[src/rtl/flash_unlock_pkg.sv]
package flash_unlock_pkg;

   localparam int REG_CTRL = 0;
   localparam int REG_KEY  = 1;
   localparam int REG_HOLD = 2;

   localparam int BIT_START = 0;
   localparam int BIT_WEN   = 1;
   localparam int BIT_ERR   = 2;
   localparam int BIT_MSEL  = 3;
   localparam int BIT_CSEL  = 4;

   localparam logic [7:0] KEY_FIRST  = 8'h55;
   localparam logic [7:0] KEY_SECOND = 8'hAA;

   typedef enum logic [1:0] {
      KS_IDLE  = 2'd0,
      KS_HALF  = 2'd1,
      KS_ARMED = 2'd2
   } key_state_e;

endpackage

[src/rtl/fu_key_seq.sv]
module fu_key_seq
   import flash_unlock_pkg::*;
#(
   parameter int ADDR_W = 2,
   parameter int DATA_W = 8
) (
   input  logic              clk,
   input  logic              por_n,
   input  logic              sys_rst_n,
   input  logic              wr_en,
   input  logic [ADDR_W-1:0] wr_addr,
   input  logic [DATA_W-1:0] wr_data,
   output logic              armed
);

   localparam logic [ADDR_W-1:0] KEY_ADDR = ADDR_W'(REG_KEY);

   key_state_e state_q, state_d;

   always_comb begin
      state_d = KS_IDLE;
      unique case (state_q)
         KS_IDLE:  if (wr_addr == KEY_ADDR && wr_data == KEY_FIRST)  state_d = KS_HALF;
         KS_HALF:  if (wr_addr == KEY_ADDR && wr_data == KEY_SECOND) state_d = KS_ARMED;
         default:  state_d = KS_IDLE;
      endcase
   end

   always_ff @(posedge clk or negedge por_n) begin
      if (!por_n)          state_q <= KS_IDLE;
      else if (!sys_rst_n) state_q <= KS_IDLE;
      else if (wr_en)      state_q <= state_d;
   end

   assign armed = (state_q == KS_ARMED);

   assert_armed_after_half_R1: assert property (@(posedge clk) disable iff (!por_n)
      $rose(armed) |-> $past(state_q == KS_HALF));

   assert_armed_single_write_R3: assert property (@(posedge clk) disable iff (!por_n)
      (armed && wr_en) |=> !armed);

endmodule

[src/rtl/fu_prog_timer.sv]
module fu_prog_timer #(
   parameter int CYCLES = 64
) (
   input  logic clk,
   input  logic por_n,
   input  logic sys_rst_n,
   input  logic launch,
   output logic busy,
   output logic last
);

   localparam int CNT_W = $clog2(CYCLES);
   localparam logic [CNT_W-1:0] LOAD = CNT_W'(CYCLES - 1);

   generate
      if (CYCLES < 2) begin : g_bad_cycles
         $error("fu_prog_timer: CYCLES must be at least 2");
      end
   endgenerate

   logic [CNT_W-1:0] cnt_q;
   logic             busy_q;

   always_ff @(posedge clk or negedge por_n) begin
      if (!por_n) begin
         busy_q <= 1'b0;
         cnt_q  <= '0;
      end else if (!sys_rst_n) begin
         busy_q <= 1'b0;
         cnt_q  <= '0;
      end else if (busy_q) begin
         if (cnt_q == '0) busy_q <= 1'b0;
         else             cnt_q  <= cnt_q - 1'b1;
      end else if (launch) begin
         busy_q <= 1'b1;
         cnt_q  <= LOAD;
      end
   end

   assign busy = busy_q;
   assign last = busy_q && (cnt_q == '0);

   assert_busy_holds_R4: assert property (@(posedge clk) disable iff (!por_n)
      (busy && !last && sys_rst_n) |=> busy);

   assert_last_ends_R5: assert property (@(posedge clk) disable iff (!por_n)
      last |=> !busy);

endmodule

[src/rtl/fu_hold_buf.sv]
module fu_hold_buf #(
   parameter int BYTES  = 8,
   parameter int DATA_W = 8
) (
   input  logic                    clk,
   input  logic                    por_n,
   input  logic                    sys_rst_n,
   input  logic                    wr_en,
   input  logic [DATA_W-1:0]       wr_data,
   input  logic                    flush,
   output logic [BYTES*DATA_W-1:0] image
);

   localparam int  PTR_W = (BYTES > 1) ? $clog2(BYTES) : 1;
   localparam bit  POW2  = (BYTES > 0) && ((BYTES & (BYTES - 1)) == 0);
   localparam logic [PTR_W-1:0] PTR_MAX = PTR_W'(BYTES - 1);

   generate
      if (BYTES < 1) begin : g_bad_bytes
         $error("fu_hold_buf: BYTES must be at least 1");
      end
   endgenerate

   logic [PTR_W-1:0] ptr_q;
   logic [PTR_W-1:0] ptr_inc;

   generate
      if (POW2) begin : g_wrap_natural
         assign ptr_inc = ptr_q + 1'b1;
      end else begin : g_wrap_compare
         assign ptr_inc = (ptr_q == PTR_MAX) ? '0 : ptr_q + 1'b1;
      end
   endgenerate

   always_ff @(posedge clk or negedge por_n) begin
      if (!por_n)          ptr_q <= '0;
      else if (!sys_rst_n) ptr_q <= '0;
      else if (flush)      ptr_q <= '0;
      else if (wr_en)      ptr_q <= (BYTES > 1) ? ptr_inc : '0;
   end

   for (genvar i = 0; i < BYTES; i++) begin : g_slot
      logic [DATA_W-1:0] slot_q;
      always_ff @(posedge clk or negedge por_n) begin
         if (!por_n)                                  slot_q <= '0;
         else if (!sys_rst_n)                         slot_q <= '0;
         else if (wr_en && ptr_q == PTR_W'(i))        slot_q <= wr_data;
      end
      assign image[i*DATA_W +: DATA_W] = slot_q;
   end

   assert_ptr_home_after_flush_R6: assert property (@(posedge clk) disable iff (!por_n)
      flush |=> (ptr_q == '0));

endmodule

[src/rtl/flash_unlock_ctrl.sv]
module flash_unlock_ctrl
   import flash_unlock_pkg::*;
#(
   parameter int PROG_CYCLES = 64,
   parameter int HOLD_BYTES  = 8,
   parameter int ADDR_W      = 2,
   parameter int DATA_W      = 8
) (
   input  logic                         clk,
   input  logic                         por_n,
   input  logic                         sys_rst_n,
   input  logic                         bus_we,
   input  logic [ADDR_W-1:0]            bus_addr,
   input  logic [DATA_W-1:0]            bus_wdata,
   output logic [DATA_W-1:0]            bus_rdata,
   output logic                         cpu_stall,
   output logic                         prog_done,
   output logic                         commit_valid,
   output logic [HOLD_BYTES*DATA_W-1:0] commit_data
);

   localparam logic [ADDR_W-1:0] A_CTRL = ADDR_W'(REG_CTRL);
   localparam logic [ADDR_W-1:0] A_HOLD = ADDR_W'(REG_HOLD);

   generate
      if (DATA_W != 8) begin : g_bad_data
         $error("flash_unlock_ctrl: DATA_W must be 8 to carry the key bytes");
      end
      if (ADDR_W < 2) begin : g_bad_addr
         $error("flash_unlock_ctrl: ADDR_W must be at least 2");
      end
   endgenerate

   logic busy, last, armed;
   logic bus_ok, ctrl_wr, hold_wr, launch;
   logic wen_q, msel_q, csel_q, err_q;

   assign bus_ok  = bus_we && !busy;
   assign ctrl_wr = bus_ok && (bus_addr == A_CTRL);
   assign hold_wr = bus_ok && (bus_addr == A_HOLD);
   assign launch  = ctrl_wr && armed && wen_q
                    && bus_wdata[BIT_START] && bus_wdata[BIT_WEN]
                    && bus_wdata[BIT_MSEL] && !bus_wdata[BIT_CSEL];

   fu_key_seq #(.ADDR_W(ADDR_W), .DATA_W(DATA_W)) u_key (
      .clk       (clk),
      .por_n     (por_n),
      .sys_rst_n (sys_rst_n),
      .wr_en     (bus_ok),
      .wr_addr   (bus_addr),
      .wr_data   (bus_wdata),
      .armed     (armed)
   );

   fu_prog_timer #(.CYCLES(PROG_CYCLES)) u_timer (
      .clk       (clk),
      .por_n     (por_n),
      .sys_rst_n (sys_rst_n),
      .launch    (launch),
      .busy      (busy),
      .last      (last)
   );

   fu_hold_buf #(.BYTES(HOLD_BYTES), .DATA_W(DATA_W)) u_hold (
      .clk       (clk),
      .por_n     (por_n),
      .sys_rst_n (sys_rst_n),
      .wr_en     (hold_wr),
      .wr_data   (bus_wdata),
      .flush     (last),
      .image     (commit_data)
   );

   always_ff @(posedge clk or negedge por_n) begin
      if (!por_n) begin
         wen_q  <= 1'b0;
         msel_q <= 1'b0;
         csel_q <= 1'b0;
      end else if (!sys_rst_n) begin
         wen_q  <= 1'b0;
         msel_q <= 1'b0;
         csel_q <= 1'b0;
      end else if (ctrl_wr) begin
         wen_q  <= bus_wdata[BIT_WEN];
         msel_q <= bus_wdata[BIT_MSEL];
         csel_q <= bus_wdata[BIT_CSEL];
      end
   end

   always_ff @(posedge clk or negedge por_n) begin
      if (!por_n)                                         err_q <= 1'b0;
      else if (!sys_rst_n && busy)                        err_q <= 1'b1;
      else if (sys_rst_n && ctrl_wr && bus_wdata[BIT_ERR]) err_q <= 1'b0;
   end

   always_comb begin
      bus_rdata = '0;
      if (bus_addr == A_CTRL) begin
         bus_rdata[BIT_START] = busy;
         bus_rdata[BIT_WEN]   = wen_q;
         bus_rdata[BIT_ERR]   = err_q;
         bus_rdata[BIT_MSEL]  = msel_q;
         bus_rdata[BIT_CSEL]  = csel_q;
      end
   end

   assign cpu_stall    = busy;
   assign prog_done    = last;
   assign commit_valid = last;

   assert_launch_after_key_R1: assert property (@(posedge clk) disable iff (!por_n)
      $rose(cpu_stall) |-> $past(armed && wen_q));

   assert_done_single_R5: assert property (@(posedge clk) disable iff (!por_n)
      prog_done |=> !prog_done && !cpu_stall);

   assert_err_cause_R7: assert property (@(posedge clk) disable iff (!por_n)
      $rose(err_q) |-> $past(!sys_rst_n && cpu_stall));

   assert_err_kept_R9: assert property (@(posedge clk) disable iff (!por_n)
      ($past(err_q) && !$past(sys_rst_n)) |-> err_q);

endmodule

[config.mk]
export PLATFORM = sky130hd
export DESIGN_NAME = flash_unlock_ctrl
export DESIGN_NICKNAME = d
export VERILOG_FILES = /design/src/rtl/flash_unlock_pkg.sv /design/src/rtl/fu_key_seq.sv /design/src/rtl/fu_prog_timer.sv /design/src/rtl/fu_hold_buf.sv /design/src/rtl/flash_unlock_ctrl.sv
export SDC_FILE = /design/constraint.sdc
export NUM_CORES = 1
export LEC_CHECK = 0
export ABC_AREA = 1
export BUFFER_PORTS_ARGS = -buffer_cell sky130_fd_sc_hd__buf_2
export CAP_MARGIN = 15
export CORE_MARGIN = 2
export CORE_UTILIZATION = 40
export CTS_BUF_LIST = sky130_fd_sc_hd__clkbuf_8 sky130_fd_sc_hd__clkbuf_16
export DETAILED_ROUTE_END_ITERATION = 10
export HOLD_SLACK_MARGIN = 0.05
export PLACE_DENSITY = 0.71
export SLEW_MARGIN = 20
export SYNTH_ARGS = -nofsm -noshare
export SYNTH_HDL_FRONTEND = slang
export SYNTH_SLANG_ARGS = --single-unit
[constraint.sdc]
create_clock -name clk -period 4.1 [get_ports clk]
set_clock_uncertainty 0.05 [all_clocks]
set_input_delay 0.205 -clock clk [delete_from_list [all_inputs] [get_ports clk]]
set_output_delay 0.205 -clock clk [all_outputs]
set_load 0.02 [all_outputs]
==> run_results.csv, run 1 <==
group,metric,value,unit
place,dp_slack,2.130,ns
grt,grtUsageTotal,19.01,%
floorplan,initial_core_util,41.06,%
yosys,synth_edf_count,0,
clocking,clkTransAtPathRegs,0.08,ns
clocking,cts-resized-gates,0,
clocking,clock-sinks,80,
grt,grt_pass1_vias,2676,
finish,fin_util,48.73,%
power,power_frac_clock,38.6,%
power,p_switching,0.0004335,W
worst_setup_path,cp_data_required_time,4.28,ns
finish,layout_common_cells,"buf_2, dfrtp_1, nand2_1",
grt,grt_pass1_wl,14.30,mm
finish,num_antenna_cells,0,
timing,finalCritPeriodShare,48.65,%
timing,clock.fmax,501.3,MHz
floorplan,ios,89,
timing,rsz0062_at_grt,"false",
drt,dr.pass1.iters,5,
worst_hold_path,hp-class,"in -> reg",
yosys,async_reset_ff_share,100.0,%
clocking,cts_setup_buffers,0,
floorplan,core-area,8678,sq um
finish,final_common_cell,"buf_2",
worst_setup_path,crit_start,"u_timer.busy",
worst_setup_path,crit_arrival,2.17,ns
yosys,synth-compound-area-share,11.13,%
power,vdd_drop_max,0.0001445,V
drt,routed_wl,8.834,mm
place,dp_hpwl,5.987,mm
clocking,hold_buffers,1,
yosys,synth_cells,372,
worst_setup_path,crit_type,"reg -> reg",
finish,syn2layout_area_growth,18.68,%
power,power.leakage,2.214,nW
clocking,htreeDepth,3,
clocking,cts-root-buf,"clkbuf_8",
clocking,worst_skew_pair.late_latency,0.35,ns
drt,vias,2962,
worst_setup_path,worstRegToRegCells,6,
yosys,synth_seq_cells,80,
place,portBuffers,85,
power,pwr-share-comb,9.4,%
yosys,synth_area_per_cell,9.579,sq um
floorplan,die_h,98.39,um
timing,setup-violations-final,0,
yosys,synth.area.mux_share,0,%
drt,drt_iter0_drc,141,
clocking,cts_buffer_depth,2,
yosys,syn-cell-area,3563,sq um
finish,nets,474,
yosys,synth_top_family_by_area,"simple AND/OR/NAND/NOR gates",
worst_hold_path,whs_path_depth,4,
yosys,synthXorXnorAreaFrac,0.4916,%
grt,antenna_found_initial,0,
grt,grt_max_degree,81,
timing,holdWs,0.1159,ns
floorplan,die-area,9680,sq um
drt,drc_errors,0,
worst_setup_path,worstReg2RegStart,"u_timer.busy",
timing,setup_tns,0,ns
drt,postRouteAntennaNets,0,
worst_setup_path,endpoint_kind,"flop",
timing,relSlewSlack,34.47,%
yosys,yosys.area_share.simple,22.82,%
drt,viasPerCell,5.242,
yosys,synth_top_flop_cell,"dfrtp_1",
timing,timing_hold_violations_final,0,
drt,routedWlPerCell,15.64,um
worst_setup_path,start_kind,"flop",
place,gp_routability_congestion,0.8533,
power,p_seq_share,52.1,%
power,switching_share,27.31,%
grt,grt_overflow_total,0,
floorplan,rows,34,
clocking,cts_tree,"yes",
yosys,synth-adder-area-share,2.809,%
timing,worst_slew_pin_slew,0.9830,ns
floorplan,die_w,98.39,um
timing,fin_ws,2.105,ns
finish,drive_gt1_share,26.48,%
yosys,yosysWarnings,0,
yosys,yosysSeqAreaShare,56.18,%
power,p_int,0.001154,W
worst_hold_path,min-delay-start,"bus_wdata[0]",
clocking,numCtsBuffers,9,
finish,fillers,863,
yosys,ys_types,25,
worst_setup_path,crit_path_max_fanout,16,
timing,slew_violations,0,
timing,fin_crit,1.995,ns
flow_run,maxCapViolations,0,
status,status,"completed",
power,p_per_area,375.4,nW/um^2
path summary, 6_finish.rpt:
kind	end	slack, ns
max	u_hold.g_slot[5].slot_q[2]	2.11
min in group asynchronous	u_hold.g_slot[4].slot_q[0]	0.49
max in group asynchronous	csel_q	2.85
max reg2reg	u_hold.g_slot[5].slot_q[2]	2.11
min reg2reg	u_hold.g_slot[0].slot_q[6]	0.44
min	u_key.state_q[1]	0.12
cell families (layout without fill, tap and decap cells):
logic type      after synthesis  in the layout
buf+inv                      44            127
compound gates               71             71
flops                        80             80
xor+xnor                      2              2
other cells                   1              3
simple gates                166            166
fa+ha+maj                     8              8
final cells by class:
cell class	count	area, sq um	share of cell area, %
Inverter	24	95.09	2.249
Multi-Input combinational cell	250	1339	31.66
Clock buffer	10	137.6	3.254
Sequential cell	80	2002	47.34
Tap cell	108	135.1	3.195
Clock inverter	6	75.07	1.775
Timing Repair Buffer	87	445.4	10.53
stage by stage:
stage | power, W | instances | cell area (sq um)
finish | 0.001587 | 565 | 4229
global route | 0.001653 | 565 | 4229
CTS | 0.001603 | 565 | 4229
detailed placement | 0.0009923 | 548 | 4006
global placement | 0.0009890 | 548 | 4006
floorplan | 0.0009256 | 374 | 3571
Yosys cell counts (2+ instances only):
library cell	instances	area [sq um]
buf_4	4	30.03
nand2_4	3	33.78
nor3_1	3	15.01
o21ai_0	47	235.2
nor2_1	19	71.32
nand3b_1	2	15.01
buf_6	6	67.56
nor4_1	2	12.51
dfrtp_1	80	2002
o21ai_2	11	96.34
inv_1	23	86.33
nand2_1	67	251.5
nand3_4	3	52.55
nand3_1	54	270.3
clkbuf_1	4	15.01
o21ai_1	12	60.06
ha_1	8	100.1
nand4_1	12	75.07
buf_1	6	22.52
power groups by stage:
stage                     clock network, W   logic, W  registers, W
after floorplan                          0  0.0000605      0.000865
after global placement                   0   0.000148      0.000841
after detailed placement                 0   0.000150      0.000842
after CTS                         0.000625   0.000151      0.000827
after global routing              0.000658   0.000164      0.000830
final                             0.000612   0.000149      0.000826
flip-flops by register name, summed over array words and instances, names as in the netlist:
| register | cells |
|---|---|
| msel_q | 1 |
| u_timer.cnt_q | 6 |
| err_q | 1 |
| u_key.state_q | 2 |
| csel_q | 1 |
| u_hold.ptr_q | 3 |
| wen_q | 1 |
| u_hold.g_slot.slot_q | 64 |
| u_timer.busy | 1 |
worst max-delay path, cell delays in order, from the launching register on:
cell	delay (ns)
dfrtp_1	0.52
inv_6	0.12
nand2_4	0.07
nor3_4	0.53
nand3_4	0.33
nand3_1	0.18
o21ai_2	0.06
layer usage:
metal  vias to the layer above  track usage (%)  share of wire [%]
met1                      1424            26.61                 45
met3                        10            5.369                6.9
li1                       1409                -                  -
met2                       119            28.52                 47
met4                         0            6.744                1.1
met5                         -                0                  0
Note: power is estimated with default switching activity, not from simulation.
==> inputs of run 2 (changes only) <==
--- a/config.mk
+++ b/config.mk
@@ -13,7 +13,7 @@
 export CTS_BUF_LIST = sky130_fd_sc_hd__clkbuf_8 sky130_fd_sc_hd__clkbuf_16
 export DETAILED_ROUTE_END_ITERATION = 10
 export HOLD_SLACK_MARGIN = 0.05
-export PLACE_DENSITY = 0.71
+export PLACE_DENSITY = 0.73
 export SLEW_MARGIN = 20
 export SYNTH_ARGS = -nofsm -noshare
 export SYNTH_HDL_FRONTEND = slang
==> constraint.sdc (replaced) <==
create_clock -name clk -period 1.6 [get_ports clk]
set_clock_uncertainty 0.05 [all_clocks]
set_input_delay 0.08 -clock clk [delete_from_list [all_inputs] [get_ports clk]]
set_output_delay 0.08 -clock clk [all_outputs]
set_load 0.02 [all_outputs]
==> run 2 against run 1 <==
  * Critical path type is now reg -> out
  * Combinational power grew to 2.9 times the previous value
  * Global-route usage is 0.81 points higher
  * Register-to-register slack worse by 2.1 ns
  * Critical path depth stayed put
  * Total power is 150% higher
  * Design area is 8.5% higher
  * Largest cell class unchanged
  * Core utilization is 4.2 points higher
  * The flow now finishes with violations (setup timing)
==> run_results.csv, run 2 (synthesis results as in run 1) <==
group,metric,value,unit
worst_hold_path,min-delay-start,"bus_wdata[6]",
grt,grt_pass1_wl,15.04,mm
floorplan,die_w,98.39,um
timing,timing_hold_violations_final,0,
power,power.total,0.003924,W
grt,grt_overflow_total,0,
worst_setup_path,slowest_delay,0.41,ns
floorplan,die_h,98.39,um
status,status,"complete, but fails checks",
timing,fin_crit,1.608,ns
grt,grt_max_degree,40,
timing,worst_slew_pin_slew,0.5450,ns
floorplan,initial_core_util,41.06,%
finish,drive_gt1_share,35.38,%
worst_setup_path,crit_path_max_fanout,2,
drt,drt_iter0_drc,127,
finish,final_common_cell,"buf_2",
timing,rsz0062_at_grt,"true",
timing,relSlewSlack,63.58,%
finish,syn2layout_area_growth,28.79,%
finish,largest_reg_flops,64,
timing,slew_violations,0,
clocking,cts-root-buf,"clkbuf_8",
worst_setup_path,worstReg2RegStart,"u_timer.cnt_q[0]",
clocking,clock-sinks,80,
finish,fin_util,52.88,%
timing,setup_tns,-0.01500,ns
floorplan,core-area,8678,sq um
worst_setup_path,crit_type,"reg -> out",
floorplan,rows,34,
power,power.leakage,2.347,nW
clocking,htreeDepth,3,
timing,clock.fmax,622.0,MHz
clocking,worst_skew_pair.late_latency,0.35,ns
place,gp_routability_congestion,0.8880,
clocking,clkTransAtPathRegs,0.09,ns
clocking,cts_buffer_depth,2,
worst_setup_path,cpLargestDelayFamily,"buffers and inverters",
flow_run,maxCapViolations,0,
drt,vias,3104,
worst_setup_path,slowest_stage,"dfrtp_1",
drt,dr.pass1.iters,5,
grt,grtUsageTotal,19.82,%
finish,nets,506,
place,dp_hpwl,6.394,mm
worst_setup_path,cp_data_required_time,1.47,ns
timing,holdWs,0.05850,ns
finish,num_antenna_cells,0,
timing,fin_ws,-0.007816,ns
timing,finalCritPeriodShare,100.5,%
clocking,cts_tree,"yes",
worst_hold_path,hp-class,"in -> reg",
finish,largest_register,"u_hold.g_slot.slot_q",
power,p_per_area,855.0,nW/um^2
worst_setup_path,start_kind,"flop",
worst_setup_path,path_cells,"inv_2, ha_4, nand4_1, buf_4, inv_4, buf_6",
place,portBuffers,85,
clocking,numCtsBuffers,9,
drt,drc_errors,0,
finish,largestRegisters,"u_hold.g_slot.slot_q x64, u_timer.cnt_q x6, u_hold.ptr_q x3",
worst_setup_path,crit_start,"u_timer.cnt_q[0]",
finish,fillers,828,
power,vdd_drop_max,0.0003946,V
worst_setup_path,endpoint_kind,"primary output",
grt,antenna_found_initial,0,
grt,grt_pass1_vias,2912,
drt,viasPerCell,5.199,
place,dp_slack,0.07496,ns
drt,postRouteAntennaNets,0,
floorplan,ios,89,
worst_setup_path,crit_arrival,1.48,ns
floorplan,die-area,9680,sq um
worst_setup_path,crit_buf_inv,4,
timing,setup-violations-final,2,
drt,routedWlPerCell,16.09,um
status,violations,"setup timing",
finish,layout_common_cells,"buf_2, dfrtp_1, nand2_1",
drt,routed_wl,9.605,mm
run 2: cell count changes in the layout (fill, tap and decap cells not counted), sizes merged:
cell and change:
buf +25, bufinv -1, clkbuf -1, clkinv +1, clkinvlp +2, dlygate4sd3 +6
run 2: path summary, 6_finish.rpt:
path                       slack (ns)                         end  depth (start not counted)
setup / recovery               -0.008                commit_valid                          6
hold / removal                   0.06            u_key.state_q[0]                          5
setup reg to reg                 0.05            u_timer.cnt_q[5]                          8
min in group asynchronous        0.19  u_hold.g_slot[1].slot_q[0]                          2
hold reg to reg                  0.44  u_hold.g_slot[2].slot_q[4]                          2
max in group asynchronous        0.74  u_hold.g_slot[2].slot_q[2]                          3
run 2: repair_timing:
item	in CTS	in global routing
gates resized for setup	3	16
buffers inserted	6	5
hold buffers	7	1
endpoints found under the hold margin	59	1
cloned	0	1
endpoints found under the setup margin	2	33
pin swaps	1	3
run 2: tightest hold or removal path, cell delays in order:
cell and delay [ns]:
buf_2 0.11, nand3b_1 0.08, nor4_1 0.05, nand3_1 0.06, nand2_1 0.05
run 2: power breakdown:
| group | switching (W) | internal [W] |
|---|---|---|
| Clock | 0.000793 | 0.000582 |
| Combinational | 0.000308 | 0.000123 |
| Sequential | 0.0000377 | 0.00208 |
run 2: metal layers:
layer | track usage [%] | routed length (um)
met5 | 0 | 0
met4 | 7.587 | 201
met3 | 3.364 | 541
met2 | 32.39 | 4596
met1 | 26.55 | 4265
run 2: per-stage QoR:
step | instance area, sq um | instances
after floorplan | 3637 | 374
after global placement | 4203 | 562
after detailed placement | 4203 | 562
after CTS | 4504 | 591
after global routing | 4589 | 597
final | 4589 | 597
run 2: final cells by class:
cell class                 count  area, sq um  share of cell area, %
timing repair inverter         1        7.507                 0.1636
sequential                    80         2003                  43.65
clock buffer                   9        123.9                  2.699
tap                          108        135.1                  2.944
multi-input combinational    250         1433                  31.22
inverter                      24        101.3                  2.208
clock inverter                 7        55.05                  1.200
timing repair buffer         118        730.7                  15.92
